===== src/rtl/ldxPairPkg.sv =====
package ldxPairPkg;

  typedef enum logic [2:0] {
    ST_IDLE,
    ST_READ,
    ST_WAIT,
    ST_DONE,
    ST_FAULT
  } ldxState_e;

  typedef struct packed {
    logic latchReq;
    logic captureRsp;
  } ldxStrobe_t;

endpackage


===== src/rtl/ldxPairCtrl.sv =====
module ldxPairCtrl
  import ldxPairPkg::*;
#(
  parameter int ALIGN_BITS = 3
) (
  input  logic                  clk,
  input  logic                  rstN,
  input  logic                  reqValid,
  input  logic                  reqCondPass,
  input  logic [ALIGN_BITS-1:0] reqBaseLow,
  input  logic                  sharedLatched,
  input  logic                  memReqReady,
  input  logic                  memRspValid,
  output logic                  reqReady,
  output logic                  memReqValid,
  output logic                  monArm,
  output logic                  globalMark,
  output logic                  wbValid,
  output logic                  alignFault,
  output ldxStrobe_t            strb
);

  ldxState_e state, stateNext;
  logic accept;
  logic misaligned;

  assign accept     = reqValid && (state == ST_IDLE);
  assign misaligned = (reqBaseLow != '0);

  always_comb begin
    stateNext = state;
    unique case (state)
      ST_IDLE:  if (accept && reqCondPass) stateNext = misaligned ? ST_FAULT : ST_READ;
      ST_READ:  if (memReqReady) stateNext = ST_WAIT;
      ST_WAIT:  if (memRspValid) stateNext = ST_DONE;
      ST_DONE:  stateNext = ST_IDLE;
      ST_FAULT: stateNext = ST_IDLE;
      default:  stateNext = ST_IDLE;
    endcase
  end

  always_ff @(posedge clk) begin
    if (!rstN) state <= ST_IDLE;
    else       state <= stateNext;
  end

  assign reqReady        = (state == ST_IDLE);
  assign memReqValid     = (state == ST_READ);
  assign monArm          = memReqValid && memReqReady;
  assign globalMark      = monArm && sharedLatched;
  assign wbValid         = (state == ST_DONE);
  assign alignFault      = (state == ST_FAULT);
  assign strb.latchReq   = accept && reqCondPass && !misaligned;
  assign strb.captureRsp = (state == ST_WAIT) && memRspValid;

  // a pending read is held until memory takes it
  assert_read_held_R2: assert property (@(posedge clk) disable iff (!rstN)
    memReqValid && !memReqReady |=> memReqValid);

  // exactly one read, request drops after handshake
  assert_read_once_R2: assert property (@(posedge clk) disable iff (!rstN)
    memReqValid && memReqReady |=> !memReqValid);

  // done is a single pulse following a response
  assert_wb_pulse_R10: assert property (@(posedge clk) disable iff (!rstN)
    wbValid |=> !wbValid);
  assert_wb_after_rsp_R10: assert property (@(posedge clk) disable iff (!rstN)
    $rose(wbValid) |-> $past(memRspValid));

  // fault is one cycle and never accompanies a read
  assert_fault_pulse_R8: assert property (@(posedge clk) disable iff (!rstN)
    alignFault |=> !alignFault && !memReqValid);

  // a skipped request leaves the unit idle
  assert_skip_idle_R7: assert property (@(posedge clk) disable iff (!rstN)
    reqValid && reqReady && !reqCondPass |=> reqReady && !memReqValid && !alignFault);

  // a mark only ever comes with a local arm
  assert_mark_with_arm_R6: assert property (@(posedge clk) disable iff (!rstN)
    globalMark |-> monArm && memReqValid);

endmodule


===== src/rtl/ldxPairDatapath.sv =====
module ldxPairDatapath
  import ldxPairPkg::*;
#(
  parameter int ADDR_W = 32,
  parameter int REG_W  = 32,
  parameter int IDX_W  = 4,
  localparam int DATA_W = 2 * REG_W
) (
  input  logic              clk,
  input  logic              rstN,
  input  ldxStrobe_t        strb,
  input  logic [ADDR_W-1:0] reqBase,
  input  logic [IDX_W-1:0]  reqDstA,
  input  logic [IDX_W-1:0]  reqDstB,
  input  logic              reqBigEndian,
  input  logic              reqShared,
  input  logic [DATA_W-1:0] memRspData,
  output logic [ADDR_W-1:0] addrQ,
  output logic              sharedQ,
  output logic [IDX_W-1:0]  wbIdxA,
  output logic [REG_W-1:0]  wbDataA,
  output logic [IDX_W-1:0]  wbIdxB,
  output logic [REG_W-1:0]  wbDataB
);

  logic              bigQ;
  logic [REG_W-1:0]  lowHalf, highHalf;

  assign lowHalf  = memRspData[REG_W-1:0];
  assign highHalf = memRspData[DATA_W-1:REG_W];

  always_ff @(posedge clk) begin
    if (!rstN) begin
      addrQ   <= '0;
      sharedQ <= 1'b0;
      bigQ    <= 1'b0;
      wbIdxA  <= '0;
      wbIdxB  <= '0;
    end else if (strb.latchReq) begin
      addrQ   <= reqBase;
      sharedQ <= reqShared;
      bigQ    <= reqBigEndian;
      wbIdxA  <= reqDstA;
      wbIdxB  <= reqDstB;
    end
  end

  always_ff @(posedge clk) begin
    if (!rstN) begin
      wbDataA <= '0;
      wbDataB <= '0;
    end else if (strb.captureRsp) begin
      wbDataA <= bigQ ? highHalf : lowHalf;
      wbDataB <= bigQ ? lowHalf : highHalf;
    end
  end

  // the recorded address only moves when a new request is latched
  assert_addr_stable_R1: assert property (@(posedge clk) disable iff (!rstN)
    !strb.latchReq |=> $stable(addrQ));

  // destination indices do not change without a new latch
  assert_idx_stable_R9: assert property (@(posedge clk) disable iff (!rstN)
    !strb.latchReq |=> $stable(wbIdxA) && $stable(wbIdxB));

endmodule


===== src/rtl/ldxPairUnit.sv =====
module ldxPairUnit
  import ldxPairPkg::*;
#(
  parameter int ADDR_W = 32,
  parameter int REG_W  = 32,
  parameter int IDX_W  = 4,
  localparam int DATA_W     = 2 * REG_W,
  localparam int ACC_BYTES  = DATA_W / 8,
  localparam int ALIGN_BITS = $clog2(ACC_BYTES),
  localparam int SIZE_W     = ALIGN_BITS + 1
) (
  input  logic              clk,
  input  logic              rstN,
  input  logic              reqValid,
  output logic              reqReady,
  input  logic [ADDR_W-1:0] reqBase,
  input  logic [IDX_W-1:0]  reqDstA,
  input  logic [IDX_W-1:0]  reqDstB,
  input  logic              reqCondPass,
  input  logic              reqBigEndian,
  input  logic              reqShared,
  output logic              memReqValid,
  input  logic              memReqReady,
  output logic [ADDR_W-1:0] memReqAddr,
  input  logic              memRspValid,
  input  logic [DATA_W-1:0] memRspData,
  output logic              wbValid,
  output logic [IDX_W-1:0]  wbIdxA,
  output logic [REG_W-1:0]  wbDataA,
  output logic [IDX_W-1:0]  wbIdxB,
  output logic [REG_W-1:0]  wbDataB,
  output logic              monArm,
  output logic [ADDR_W-1:0] monAddr,
  output logic [SIZE_W-1:0] monSize,
  output logic              globalMark,
  output logic [ADDR_W-1:0] globalMarkAddr,
  output logic              alignFault
);

  ldxStrobe_t        strb;
  logic [ADDR_W-1:0] addrQ;
  logic              sharedQ;

  ldxPairCtrl #(.ALIGN_BITS(ALIGN_BITS)) i_ctrl (
    .clk          (clk),
    .rstN         (rstN),
    .reqValid     (reqValid),
    .reqCondPass  (reqCondPass),
    .reqBaseLow   (reqBase[ALIGN_BITS-1:0]),
    .sharedLatched(sharedQ),
    .memReqReady  (memReqReady),
    .memRspValid  (memRspValid),
    .reqReady     (reqReady),
    .memReqValid  (memReqValid),
    .monArm       (monArm),
    .globalMark   (globalMark),
    .wbValid      (wbValid),
    .alignFault   (alignFault),
    .strb         (strb)
  );

  ldxPairDatapath #(.ADDR_W(ADDR_W), .REG_W(REG_W), .IDX_W(IDX_W)) i_dp (
    .clk         (clk),
    .rstN        (rstN),
    .strb        (strb),
    .reqBase     (reqBase),
    .reqDstA     (reqDstA),
    .reqDstB     (reqDstB),
    .reqBigEndian(reqBigEndian),
    .reqShared   (reqShared),
    .memRspData  (memRspData),
    .addrQ       (addrQ),
    .sharedQ     (sharedQ),
    .wbIdxA      (wbIdxA),
    .wbDataA     (wbDataA),
    .wbIdxB      (wbIdxB),
    .wbDataB     (wbDataB)
  );

  assign memReqAddr     = addrQ;
  assign monAddr        = addrQ;
  assign globalMarkAddr = addrQ;
  assign monSize        = SIZE_W'(ACC_BYTES);

endmodule


===== config.mk =====
export PLATFORM = sky130hd
export DESIGN_NAME = ldxPairUnit
export DESIGN_NICKNAME = d
export VERILOG_FILES = /design/src/rtl/ldxPairPkg.sv /design/src/rtl/ldxPairCtrl.sv /design/src/rtl/ldxPairDatapath.sv /design/src/rtl/ldxPairUnit.sv
export SDC_FILE = /design/constraint.sdc
export NUM_CORES = 1
export LEC_CHECK = 0
export ABC_AREA = 1
export BUFFER_PORTS_ARGS = -buffer_cell sky130_fd_sc_hd__clkbuf_2
export CAP_MARGIN = 20
export CORE_ASPECT_RATIO = 0.9
export CORE_MARGIN = 5
export CORE_UTILIZATION = 42
export CTS_CLUSTER_SIZE = 25
export DETAILED_ROUTE_END_ITERATION = 7
export PLACE_DENSITY = 0.78
export SLEW_MARGIN = 20
export SYNTH_ARGS = -nofsm -noshare
export SYNTH_HDL_FRONTEND = slang
export SYNTH_SLANG_ARGS = --single-unit

===== constraint.sdc =====
create_clock -name clk -period 1.33 [get_ports clk]
set_clock_uncertainty 0.2 [all_clocks]
set_input_delay 0.133 -clock clk [delete_from_list [all_inputs] [get_ports clk]]
set_output_delay 0.133 -clock clk [all_outputs]
set_load 0.03 [all_outputs]

# Word level (Yosys, flattened, before mapping)
# Cells that the tools add are included.
op_classes:
  n_eq_ne: 7
  n_reduce_logical: 10
  n_mux: 7
ops:
  columns: ["operator", "n"]
  rows:
  - ["$mux 32", 2]
  - ["$mux 3", 4]
  - ["$pmux 3 s3", 1]
  - ["$eq 3x2->1 const B", 2]
  - ["$logic_and 1x1->1", 6]
  - ["$ne 2x2->1 const B", 2]
  - ["$eq 3x1->1 const B", 1]
  - ["$eq 3x3->1 const B", 1]
  - ["$logic_not 3->1", 1]
  - ["$reduce_and 3->1", 1]
  - ["$reduce_bool 3->1", 1]
  - ["$ne 2x1->1 const B", 1]
  - ["$logic_not 1->1", 1]
word_totals:
  word_cells: 32
  out_inout_bits: 178
  inputBits: 112
  ff_bits: 109

# Longest topological paths before layout
# Gate-level depths: netlist (run 1).
logic_depth:
  word_depth: 5
  depth_mapped: 8
  ltp_nobuf: 7

# Modules after synthesis
# From an unflattened synthesis (run 1), not the netlist that was laid out.
unflattened:
  hier_cells: 838
  hier_area_um2: 5502.8
by_module_without_submodules:
  columns: ["module", "instances", "cells_per_inst", "area_per_inst_um2"]
  rows:
  - ["ldxPairDatapath", 1, 728, 4714.5]
  - ["ldxPairUnit", 1, 70, 518.0]
  - ["ldxPairCtrl", 1, 40, 270.3]

# Worst setup path after synthesis (run 1)
# No wires, ideal clock.
synth_path:
  kind: "register -> output"
  start: "register i_ctrl.state[0]"
  end: "output port globalMark"
  path_slack_ns: -0.379
  arrival_time_ns: 1.376
  required_ns: 0.997
  stages_incl_launch_ff: 5
  n_path_buf: 0
  path_cell_list: "dfxtp_1 -> inv_1 -> nor2_1 -> nand2_1 -> nor3b_1"
synth_between:
  elab_chain_cells: 3
synth_lines:
  columns: ["element", "line_no", "rtl"]
  rows:
  - ["start: declaration", "ldxPairCtrl.sv:23", "ldxState_e state, stateNext;"]
  - ["start signal: assignment", "ldxPairCtrl.sv:44", "else state <= stateNext;"]
  - ["$eq 3x1->1", "ldxPairCtrl.sv:48", "assign memReqValid = (state == ST_READ);"]
  - ["$logic_and 1x1->1", "ldxPairCtrl.sv:49", "assign monArm = memReqValid && memReqReady;"]
  - ["$logic_and 1x1->1", "ldxPairCtrl.sv:50", "assign globalMark = monArm && sharedLatched;"]
  - ["end: declaration", "ldxPairUnit.sv:35", "output logic globalMark,"]
# Every way passes these cells.

# Final worst setup path (run 1)
layout_path:
  start: "register i_ctrl.state[2]"
  end: "output port globalMark"
# The elaborated chain is that of the path after synthesis.

==> flow_summary_export.csv, run 1 <==
group,metric,value,unit
status,status,"finished, violations left",
sta,tightest_slew,0.6909,ns
synth,synth_cell_types,24,
global_route,grt_max_degree,65,
clock_network,cts_num_sinks,109,
power_and_ir_drop,p_clk_share,22.2,%
synth,avgSynthCellArea,6.632,sq um
sta,fin_tns_setup,-45.55,ns
route,drc_errors,0,
worst_setup_path,crit_chain,"buf_4 > nor2_4 > nand2_4 > nor3b_2 > clkbuf_8",
global_route,grt-ovfl-total,0,
die,core.rowCount,40,
sta,rsz0062_at_grt,"yes",
synth,synth_seq_area_share,38.35,%
status,violations,"negative setup slack",
clock_network,htreeDepth,3,
synth,synth_area_leaders,"dfxtp_1, nor2_1, buf_4",
power_and_ir_drop,powerDensity,1305,mW/mm^2
clock_network,clockBufferDepth,2,
sta,post-route-period-util,137.2,%
clock_network,root_buffer,"clkbuf_16",
worst_hold_path,hp-class,"primary input to register",
run,cap_violations,0,
route,ant_nets,0,
clock_network,cts_buffers,9,
power_and_ir_drop,switching_share,38.86,%
route,wl_per_cell,17.87,um
worst_setup_path,crit_slowest_cell,"dfxtp_4",
worst_setup_path,crit_path_end_kind,"output port",
power_and_ir_drop,share_seq_of_total_power,32.0,%
final_layout,syn_to_final_growth,75.95,%
worst_setup_path,worstSetupStartpointType,"register",
power_and_ir_drop,power,13.07,mW
route,wirelength,24930,um
sta,max_slew_margin,53.94,%
die,die_h,120.4,um
die,coreArea,0.01331,sq mm
synth,post-synth-top-area-fraction,38.35,%
place,gp_congestion,0.7976,
clock_network,clkLatencyLatePin,0.35,ns
place,dpl.hpwl,12030,um
global_route,globalRouteTotalUtil,28.81,%
clock_network,clk_pin_slew,0.07,ns
synth,netlist_area,0.005690,sq mm
route,vias,6992,
route,drtPass1Iterations,5,
global_route,antenna_found_initial,0,
sta,fmax,548.1,MHz
place,io_buffers,285,
die,dieArea,0.01598,sq mm
sta,hold_viol,0,
sta,fin_crit,1.825,ns
die,initial_core_util,42.74,%
clock_network,tritoncts,"yes",
synth,synth_area_leader_cell,"dfxtp_1",
synth,yosys_warnings,0,
final_layout,nNetsFinal,1333,
sta,finalWorstSetupSlack,-0.4946,ns
worst_setup_path,cp.arrival,1.49,ns
power_and_ir_drop,combPwrFrac,45.8,%
synth,async_flop_share,0,%
route,via_per_inst,5.012,
power_and_ir_drop,internal-power,7.990,mW
die,io_pins,290,
worst_setup_path,path_buf_inv,2,
synth,yosys-top-cells-count,"nor2_1, nand2_1, inv_1, dfxtp_1, buf_4",
synth,synthCells,858,
route,dr.first_iter.drc_count,546,
die,die_w,132.7,um
worst_setup_path,cpPeakStageDelay,0.36,ns
power_and_ir_drop,leakagePower,5.021,nW
synth,ys_ff_latch,109,
worst_setup_path,path_max_fanout,4,
power_and_ir_drop,switchingPower,5.079,mW
worst_setup_path,worst-setup-path-type,"register to output port",
global_route,grt_pass1_wl,36670,um
power_and_ir_drop,ir_drop,1.216,mV
worst_setup_path,critPathTopFamily,"simple AND/OR/NAND/NOR gates",
synth,synth_most_common_cell,"nor2_1",
sta,slew_viol_final,0,
worst_setup_path,critPathRequiredTime,1.00,ns
final_layout,drive_above_1_share,44.29,%
synth,ys.flop_type,"dfxtp_1",
sta,finalSetupViolations,119,
global_route,grt_pass1_vias,6976,
synth,synth_edf_count,0,
## metrics by stage
| step | hold slack [ns] | cell area (sq um) | setup WS (ns) | utilization (%) | cells |
|---|---|---|---|---|---|
| 4_1_cts | 0.001964 | 9803 | -0.3837 | 73.64 | 1394 |
| 3_3_place_gp | 0.2367 | 6903 | -0.1533 | 51.85 | 1222 |
| 6_report | 0.03387 | 10010 | -0.4946 | 75.21 | 1395 |
| 3_5_place_dp | 0.2516 | 6903 | -0.1895 | 51.85 | 1222 |
| 2_1_floorplan | 0.1453 | 5807 | -0.2080 | - | 860 |
| 5_1_grt | 0.04822 | 10010 | -0.5653 | 75.19 | 1394 |
## worst min-delay path, delay by kind of cell
| family | cells | cell delay [ns] |
|---|---|---|
| AOI/OAI and AO/OA | 1 | 0.12 |
| buffers and inverters | 2 | 0.13 |
| and+or+nand+nor | 2 | 0.16 |
## final timing paths
check / startpoint / cells past startpoint / end / slack [ns]
worst max-delay path: i_ctrl.state[2] / 5 / globalMark / -0.49
worst min-delay path: memRspData[27] / 5 / i_dp.wbDataA[27] / 0.03
worst max register to register: i_ctrl.state[2] / 11 / i_dp.addrQ[26] / -0.48
worst min register to register: i_dp.addrQ[0] / 2 / i_dp.addrQ[0] / 0.28
## kinds of logic (layout without fill, tap and decap cells)
family | after synthesis | after routing | share of synthesized area (%)
flip-flops | 109 | 109 | 38.35
AO/OA/AOI/OAI | 128 | 128 | 11.39
buffers and inverters | 233 | 599 | 22.82
AND/OR/NAND/NOR | 386 | 386 | 27.31
other | 2 | 5 | 0.1320
## registers in the layout (all words and copies together) (netlist names)
register	count
i_dp.addrQ	32
i_dp.wbDataA	32
i_dp.wbDataB	32
i_dp.wbIdxA	4
i_dp.wbIdxB	4
i_ctrl.state	3
i_dp.bigQ	1
i_dp.sharedQ	1
## cell usage in the layout (no fill, tap or decap), types with 2 or more instances in the layout
cell           count
buf_4             22
conb_1             4
dfxtp_4            3
dfxtp_1           80
nand2_1          110
buf_8              3
clkbuf_8           3
clkbuf_4          45
nor2_4            46
inv_1            109
buf_12            24
o21ai_2           18
nor2_1           139
dlygate4sd3_1    100
nand2_2            3
dfxtp_2           26
o21ai_1           46
buf_16            18
clkbuf_16         10
nand3_4            3
o21ai_0           64
buf_2             12
buf_6             20
inv_4              3
nand3_2           13
nand3_1           29
inv_6              2
nor2_2            37
nand2_4            2
clkbuf_2         221
## area by class of cell
cell class / instances / area (sq um)
clock inverter: 5 / 63.81
sequential: 109 / 2226
fill: 831 / 3301
tap: 168 / 210.2
inverter: 114 / 447.9
antenna: 1 / 2.502
multi-input combinational: 518 / 2821
clock buffer: 11 / 264.0
timing repair buffer: 468 / 3956
timing repair inverter: 1 / 20.02
## power by group through the flow
stage	Combinational, mW	Sequential, mW	Clock [mW]
CTS	5.40	4.14	2.95
detailed placement	3.60	4.15	0
global placement	3.56	4.15	0
floorplan	1.71	5.00	0
global route	6.26	4.22	3.06
finish	5.99	4.18	2.91
## layer usage
layer	global-route usage (%)	vias to the layer above	routed length [um]
met2	49.71	379	12330
li1	-	3288	-
met1	32.22	3186	9025
met3	7.779	139	1962
met5	0	-	0
met4	16.23	0	1617
## timing repair
action / in CTS / in global routing
cloned: 23 / 0
gates resized for setup: 206 / 128
pin swaps: 56 / 35
endpoints found under the hold margin: 96 / 0
endpoints found under the setup margin: 138 / 188
setup buffers: 32 / 6
hold buffers: 101 / 0
No activity file was read; power rests on OpenSTA's default activity.
==> run 2: changes to the inputs <==
--- a/config.mk
+++ b/config.mk
@@ -10,7 +10,7 @@
 export CAP_MARGIN = 20
 export CORE_ASPECT_RATIO = 0.9
 export CORE_MARGIN = 5
-export CORE_UTILIZATION = 42
+export CORE_UTILIZATION = 44
 export CTS_CLUSTER_SIZE = 25
 export DETAILED_ROUTE_END_ITERATION = 7
 export PLACE_DENSITY = 0.78
==> constraint.sdc (replaced) <==
create_clock -name clk -period 1.8 [get_ports clk]
set_clock_uncertainty 0.2 [all_clocks]
set_input_delay 0.18 -clock clk [delete_from_list [all_inputs] [get_ports clk]]
set_output_delay 0.18 -clock clk [all_outputs]
set_load 0.03 [all_outputs]
==> flow_summary_export.csv, run 2 (synthesis results as in run 1) <==
group,metric,value,unit
clock_network,tritoncts,"yes",
worst_setup_path,critPathRequiredTime,1.42,ns
sta,fin_crit,1.789,ns
clock_network,cts_buffers,9,
status,status,"finished clean",
global_route,grt_max_degree,71,
power_and_ir_drop,switchingPower,2.994,mW
power_and_ir_drop,p_clk_share,27.3,%
sta,post-route-period-util,99.40,%
die,initial_core_util,44.85,%
place,io_buffers,285,
global_route,grt_pass1_vias,5833,
place,gp_congestion,0.8670,
power_and_ir_drop,power,7.960,mW
sta,finalWorstSetupSlack,0.01078,ns
die,die_h,117.9,um
die,core.rowCount,39,
worst_setup_path,crit_path_end_kind,"output port",
power_and_ir_drop,leakagePower,4.321,nW
power_and_ir_drop,combPwrFrac,34.6,%
place,dpl.hpwl,11570,um
final_layout,utilization,63.16,%
final_layout,mostFrequentLayoutCell,"clkbuf_2",
final_layout,layout_common_cells,"clkbuf_2, nor2_1, nand2_1",
final_layout,syn_to_final_growth,40.81,%
place,dp_worst_setup_slack,0.2222,ns
sta,fmax,558.9,MHz
route,drc_errors,0,
global_route,antenna_found_initial,2,
final_layout,fillers,1110,
die,io_pins,290,
clock_network,root_buffer,"clkbuf_16",
power_and_ir_drop,powerDensity,993.4,mW/mm^2
final_layout,drive_above_1_share,28.89,%
power_and_ir_drop,ir_drop,0.7964,mV
clock_network,cts_num_sinks,109,
power_and_ir_drop,internal-power,4.966,mW
clock_network,htreeDepth,3,
worst_setup_path,worstSetupStartpointType,"register",
route,vias,6186,
worst_setup_path,cp.arrival,1.41,ns
die,coreArea,0.01269,sq mm
sta,slew_viol_final,0,
route,wl_per_cell,13.63,um
route,via_per_inst,4.679,
route,ant_nets,0,
sta,rsz0062_at_grt,"yes",
route,dr.first_iter.drc_count,372,
worst_setup_path,path_max_fanout,4,
worst_hold_path,hp-class,"primary input to register",
die,dieArea,0.01531,sq mm
clock_network,clockBufferDepth,2,
die,die_w,129.9,um
worst_setup_path,worst-setup-path-type,"register to output port",
route,wirelength,18020,um
clock_network,clk_pin_slew,0.07,ns
power_and_ir_drop,share_seq_of_total_power,38.1,%
global_route,grt_pass1_wl,28520,um
route,drtPass1Iterations,6,
sta,finalSetupViolations,0,
global_route,grt-ovfl-total,0,
power_and_ir_drop,switching_share,37.61,%
final_layout,nNetsFinal,1264,
sta,hold_viol,0,
final_layout,reg_top3,"i_dp.addrQ: 32 flops, i_dp.wbDataA: 32 flops, i_dp.wbDataB: 32 flops",
run,cap_violations,0,
clock_network,clkLatencyLatePin,0.35,ns
global_route,globalRouteTotalUtil,22.88,%
[run 2: worst paths after layout]
| check | start | end | slack [ns] | cells after the start |
|---|---|---|---|---|
| min reg2reg | i_dp.addrQ[0] | i_dp.addrQ[0] | 0.26 | 2 |
| max | i_ctrl.state[2] | globalMark | 0.01 | 4 |
| max reg2reg | i_dp.bigQ | i_dp.wbDataA[15] | 0.08 | 4 |
| min | memRspData[0] | i_dp.wbDataB[0] | 0.005 | 5 |
[run 2: area by class of cell]
| class | instances | area, sq um | area share, % |
|---|---|---|---|
| inverter | 114 | 427.9 | 5.340 |
| antenna | 2 | 5.005 | 0.06246 |
| sequential | 109 | 2188 | 27.31 |
| tap | 164 | 205.2 | 2.561 |
| multi-input combinational | 518 | 2236 | 27.90 |
| timing repair buffer | 400 | 2625 | 32.76 |
| clock buffer | 12 | 257.7 | 3.217 |
| clock inverter | 3 | 67.56 | 0.8432 |
[run 2: power by group through the flow]
stage	clock network, mW	registers, mW	logic, mW
4_1_cts	2.24	3.02	2.71
3_5_place_dp	0	3.06	2.49
5_1_grt	2.34	3.07	2.97
2_1_floorplan	0	3.69	1.22
3_3_place_gp	0	3.07	2.47
6_report	2.18	3.03	2.75
[run 2: per-stage QoR]
stage	cell area [sq um]	instances	hold slack, ns	TNS (ns)
final	8013	1322	0.004515	0
after global routing	8013	1322	0.03014	-0.1065
after CTS	7985	1319	0.001277	0
after detailed placement	6645	1204	0.2628	0
after global placement	6645	1204	0.2464	0
after floorplan	5698	860	0.1991	0
[run 2: layer usage]
metal	global-route usage (%)	vias to the layer above	part of all wire [%]
met5	0	-	0
met1	26.32	2732	40
met4	10.97	0	4.0
met2	38.69	270	49
li1	-	3129	-
met3	6.352	55	7.4
[run 2: repair_timing]
item,4_1_cts,5_1_grt
hold endpoints to repair,88,0
pin swaps,3,4
hold buffers,97,0
resized for setup,7,5
endpoints found under the setup margin,1,6
setup buffers,3,1
[run 2: worst max-delay path, cell delays in order (launching register included)]
cell,delay (ns)
dfxtp_1,0.37
nor2_2,0.17
nand2_2,0.11
nor3b_4,0.22
clkbuf_8,0.20
